$ cat src/rtl/ser_rx_pkg.sv
package ser_rx_pkg;
  typedef struct packed {
    logic sck;
    logic sdi;
    logic csn;
    logic dc;
  } pins_t;

  localparam pins_t PINS_IDLE = '{sck: 1'b0, sdi: 1'b0, csn: 1'b1, dc: 1'b0};
endpackage

$ cat src/rtl/ser_sync.sv
module ser_sync #(
  parameter int          W      = 1,
  parameter int          STAGES = 2,
  parameter logic [W-1:0] RST   = '0
) (
  input  logic         clk_i,
  input  logic         rst_ni,
  input  logic [W-1:0] d_i,
  output logic [W-1:0] q_o
);
  logic [W-1:0] st_q [STAGES];

  for (genvar g = 0; g < STAGES; g++) begin : g_stage
    logic [W-1:0] nxt;
    if (g == 0) begin : g_first
      assign nxt = d_i;
    end else begin : g_rest
      assign nxt = st_q[g-1];
    end
    always_ff @(posedge clk_i or negedge rst_ni) begin
      if (!rst_ni) st_q[g] <= RST;
      else         st_q[g] <= nxt;
    end
  end

  assign q_o = st_q[STAGES-1];
endmodule

$ cat src/rtl/ser_shift.sv
module ser_shift
  import ser_rx_pkg::*;
#(
  parameter int BYTE_W = 8,
  parameter int CNT_W  = $clog2(BYTE_W)
) (
  input  logic              clk_i,
  input  logic              rst_ni,
  input  pins_t             pins_i,
  output logic [BYTE_W-1:0] byte_o,
  output logic              vld_o,
  output logic              is_data_o,
  output logic              rise_o,
  output logic [CNT_W-1:0]  cnt_o
);
  localparam logic [CNT_W-1:0] LAST = CNT_W'(BYTE_W - 1);

  logic              sck_q;
  logic [CNT_W-1:0]  cnt_q;
  logic [BYTE_W-1:0] sh_q, byte_q;
  logic [BYTE_W-1:0] sh_nxt;
  logic              vld_q, dc_q;

  assign rise_o = pins_i.sck & ~sck_q & ~pins_i.csn;
  assign sh_nxt = {sh_q[BYTE_W-2:0], pins_i.sdi};

  always_ff @(posedge clk_i or negedge rst_ni) begin
    if (!rst_ni) begin
      sck_q  <= 1'b0;
      cnt_q  <= '0;
      sh_q   <= '0;
      byte_q <= '0;
      vld_q  <= 1'b0;
      dc_q   <= 1'b0;
    end else begin
      sck_q <= pins_i.sck;
      vld_q <= 1'b0;
      if (pins_i.csn) begin
        cnt_q <= '0;
      end else if (rise_o) begin
        sh_q <= sh_nxt;
        if (cnt_q == LAST) begin
          cnt_q  <= '0;
          byte_q <= sh_nxt;
          vld_q  <= 1'b1;
          dc_q   <= pins_i.dc;   // tag sampled on the committing edge only
        end else begin
          cnt_q <= cnt_q + 1'b1;
        end
      end
    end
  end

  assign byte_o    = byte_q;
  assign vld_o     = vld_q;
  assign is_data_o = dc_q;
  assign cnt_o     = cnt_q;
endmodule

$ cat src/rtl/ser_cmd_rx.sv
module ser_cmd_rx
  import ser_rx_pkg::*;
#(
  parameter int BYTE_W      = 8,
  parameter int SYNC_STAGES = 2
) (
  input  logic              clk_i,
  input  logic              rst_ni,
  input  logic              sck_i,
  input  logic              sdi_i,
  input  logic              csn_i,
  input  logic              dc_i,
  output logic [BYTE_W-1:0] byte_o,
  output logic              byte_vld_o,
  output logic              byte_is_data_o
);
  localparam int CNT_W  = $clog2(BYTE_W);
  localparam int PIN_W  = $bits(pins_t);

  pins_t             pins_raw, pins_s;
  logic [PIN_W-1:0]  pins_sync;
  logic              sck_rise;
  logic [CNT_W-1:0]  bit_cnt;

  assign pins_raw = '{sck: sck_i, sdi: sdi_i, csn: csn_i, dc: dc_i};

  // one chain for all pins keeps their mutual alignment
  ser_sync #(
    .W      (PIN_W),
    .STAGES (SYNC_STAGES),
    .RST    (PINS_IDLE)
  ) u_sync (
    .clk_i  (clk_i),
    .rst_ni (rst_ni),
    .d_i    (pins_raw),
    .q_o    (pins_sync)
  );

  assign pins_s = pins_t'(pins_sync);

  ser_shift #(
    .BYTE_W (BYTE_W),
    .CNT_W  (CNT_W)
  ) u_shift (
    .clk_i     (clk_i),
    .rst_ni    (rst_ni),
    .pins_i    (pins_s),
    .byte_o    (byte_o),
    .vld_o     (byte_vld_o),
    .is_data_o (byte_is_data_o),
    .rise_o    (sck_rise),
    .cnt_o     (bit_cnt)
  );
endmodule

$ cat config.mk
export PLATFORM = sky130hd
export DESIGN_NAME = ser_cmd_rx
export DESIGN_NICKNAME = d
export VERILOG_FILES = /design/src/rtl/ser_rx_pkg.sv /design/src/rtl/ser_sync.sv /design/src/rtl/ser_shift.sv /design/src/rtl/ser_cmd_rx.sv
export SDC_FILE = /design/constraint.sdc
export NUM_CORES = 1
export LEC_CHECK = 0
export ABC_AREA = 1
export BUFFER_PORTS_ARGS = -buffer_cell sky130_fd_sc_hd__clkbuf_2
export CAP_MARGIN = 15
export CORE_MARGIN = 1.5
export CORE_UTILIZATION = 40
export DETAILED_ROUTE_END_ITERATION = 12
export PLACE_DENSITY = 0.65
export SYNTH_ARGS = -nofsm -noshare
export SYNTH_HDL_FRONTEND = slang
export SYNTH_SLANG_ARGS = --single-unit
$ cat constraint.sdc
create_clock -name clk_i -period 1.3 [get_ports clk_i]
set_input_delay 0.13 -clock clk_i [delete_from_list [all_inputs] [get_ports clk_i]]
set_output_delay 0.13 -clock clk_i [all_outputs]
set_load 0.01 [all_outputs]
==> metrics.txt <==
CP startpoint kind flop; Syn Inst Count approximately 100; critical path type reg2reg; detailed placement HPWL about 1400 µm; Clock Tree Buf Depth 2; cts bufs inserted 5; final setup TNS 0 ns; R2R setup slack ~0.06 ns; post-synthesis sequential area ratio 66.51%; CTS Root Cell clkbuf_4; most common cell after layout, fill and taps aside nand2_1; Slew headroom between 70 and 80%; DRT antenna net count 0; worst setup path startpoint u_shift.cnt_o[0]; Finished Core Util between 50% and 60%; Worst Path Max Fanout 9; crit path max-delay cell type dfrtp_1; fin crit share 95.30%; largest net degree at the start of global routing 30; core area 2522 µm²; met1 GRT Util 18.14%; First-pass DRT Iterations 4; RD Place Congestion ~0.74; Setup violations, final 0; Remaining Overflow, GRT 0; Critical Path RT roughly 1.5 ns; worst-margin pin slew 0.3764 ns; area of the multi-input gates approximately 340 µm²; Initial Util 43.40%; Die H between 50 and 60 µm; Seq. cell area 728.2 µm²; Leak around 0.76 nW; initial antenna violation count 0; Filler cells ~230; first-pass GRT wire length between 3000 and 4000 µm; final-report hold violation count 0; R2R Path End u_shift.byte_o[5]; width of the die 55.32 µm; synthesized area approximately 1100 µm²; most frequent cells in the layout nand2_1 (48), dfrtp_1 (27), clkbuf_2 (15), nand4_1 (10); CTS tree done; met3 Use GR 4.918%; I/O pin cnt 16; YS warnings 0; worst skew pair latency between 0.3 and 0.4 ns; CTS clock-pin slew for the worst setup and hold paths roughly 0.090 ns; met2 Track Usage GR about 21%; most used routing layer met2; CP Cell Sequence ha_2, ha_2, buf_4, nand4_1, nand2_1; CP endpoint kind flop; wire per inst ~12 µm; Syn Area/Cell 10.63 µm²; hold crit path type in2async; Critical R2R Launch u_shift.cnt_o[0]; Iteration-0 DRC Markers 12; clk_skew 0.008796 ns; drc violations 0; Max Clk Rate just over 0.8 GHz; gr usage total roughly 14%; status completed; clk sinks 29; crit path DAT 1.44 ns; Peak VDD IR ~1.1 mV; Die Area roughly 3100 µm²; Tmin final about 1.2 ns; Detailed Route WL 1898 µm; Yosys reg bits 29; Vias a little under 800; # Max-Cap Violations 0; number of port buffers 15; total power per unit cell area 1342 nW/µm²; Layout Nets around 140; Post-Syn Nets roughly 110; area grow syn2layout 24.69%; peak per-stage delay on the critical path approximately 0.4 ns; vias in the first global route a little over 700; drt via density around 4.7; row cnt 18; share of layout cells above drive strength 1 a little over a quarter; CP dominant cell by count ha_2; final slew viol count 0; Antenna Cells 0; count of different cell masters after synthesis 13; CTS H-tree depth 2; Worst R2R Path Depth 5
[state kept, by name, indices dropped and copies added (netlist names)]
name                flops
u_shift.byte_o          8
u_shift.sh_q            7
u_sync.g_stage.nxt      4
u_sync.q_o              4
u_shift.cnt_o           3
u_shift.is_data_o       1
u_shift.sck_q           1
u_shift.vld_o           1
[power by group]
group,switching [mW],internal (mW),total [mW]
clock network,0.288,0.403,0.691
registers,0.0528,0.969,1.02
logic,0.0678,0.0518,0.120
[per-stage QoR]
stage                     worst slack [ns]  total power [mW]  instance area (µm²)  hold WS, ns  instances
final                              0.06106             1.832                 1365       0.3377        163
after detailed placement          0.002962             1.145                 1217       0.1524        149
after global placement             0.07127             1.138                 1217       0.1443        149
after CTS                          0.01144             1.856                 1355       0.3345        162
after global routing           -0.00001410             1.930                 1365       0.3520        163
after floorplan                    0.04772             1.088                 1095      -0.1656        103
[worst max-delay path by stage]
stage	end	slack, ns	depth (start not counted)
final	u_shift.byte_o[5]	0.06	5
after global routing	u_shift.byte_o[4]	-0.00001	5
after CTS	u_shift.byte_o[7]	0.01	5
after detailed placement	u_shift.byte_o[7]	0.003	5
after global placement	u_shift.byte_o[0]	0.07	5
after floorplan	u_shift.byte_o[0]	0.05	6
[cells in the mapped netlist]
| library cell | number | share of area, % |
|---|---|---|
| nand2_1 | 48 | 16 |
| dfrtp_1 | 27 | 62 |
| nand4_1 | 10 | 5.7 |
| inv_1 | 4 | 1.4 |
| ha_1 | 3 | 3.4 |
| buf_4 | 2 | 1.4 |
| dfstp_2 | 2 | 4.8 |
| nor2_1 | 2 | 0.69 |
| buf_2 | 1 | 0.46 |
| inv_2 | 1 | 0.34 |
| nand4_2 | 1 | 1.1 |
| nor2_4 | 1 | 1.0 |
| nor3_4 | 1 | 1.5 |
[layout make-up]
class / count / area share, %
well taps: 30 / 2.750
repair buffers: 25 / 11.92
multi-input cells: 66 / 25.02
clock buffers: 6 / 3.025
inverters: 5 / 1.375
clock inverters: 2 / 2.566
flip-flops and latches: 29 / 53.35
[what timing repair did]
item,in CTS,in global routing
hold endpoints to repair,31,0
resized for setup,2,1
hold buffers,5,0
setup buffers,0,1
pin swaps,0,1
endpoints found under the setup margin,3,9
[routing by layer]
| metal | vias to the layer above | wire [µm] |
|---|---|---|
| met5 | - | 0 |
| met4 | 0 | 31 |
| met3 | 5 | 94 |
| met2 | 21 | 847 |
| met1 | 356 | 924 |
| li1 | 387 | - |
[worst max-delay path: cells and delay by family (launching register included)]
kind / cells / cell delay, ns
adders and majority gates: 2 / 0.40
DFF: 1 / 0.40
and+or+nand+nor: 2 / 0.16
buffers and inverters: 1 / 0.17
[cell families (layout without fill, tap and decap cells)]
| group | count (synthesis) | in the layout | share of synthesized area [%] |
|---|---|---|---|
| adder cells (fa/ha/maj) | 3 | 3 | 3.429 |
| AND/OR/NAND/NOR | 63 | 63 | 26.51 |
| buffers and inverters | 8 | 38 | 3.541 |
| flip-flops | 29 | 29 | 66.51 |
Power figures use the tool's default switching activity.
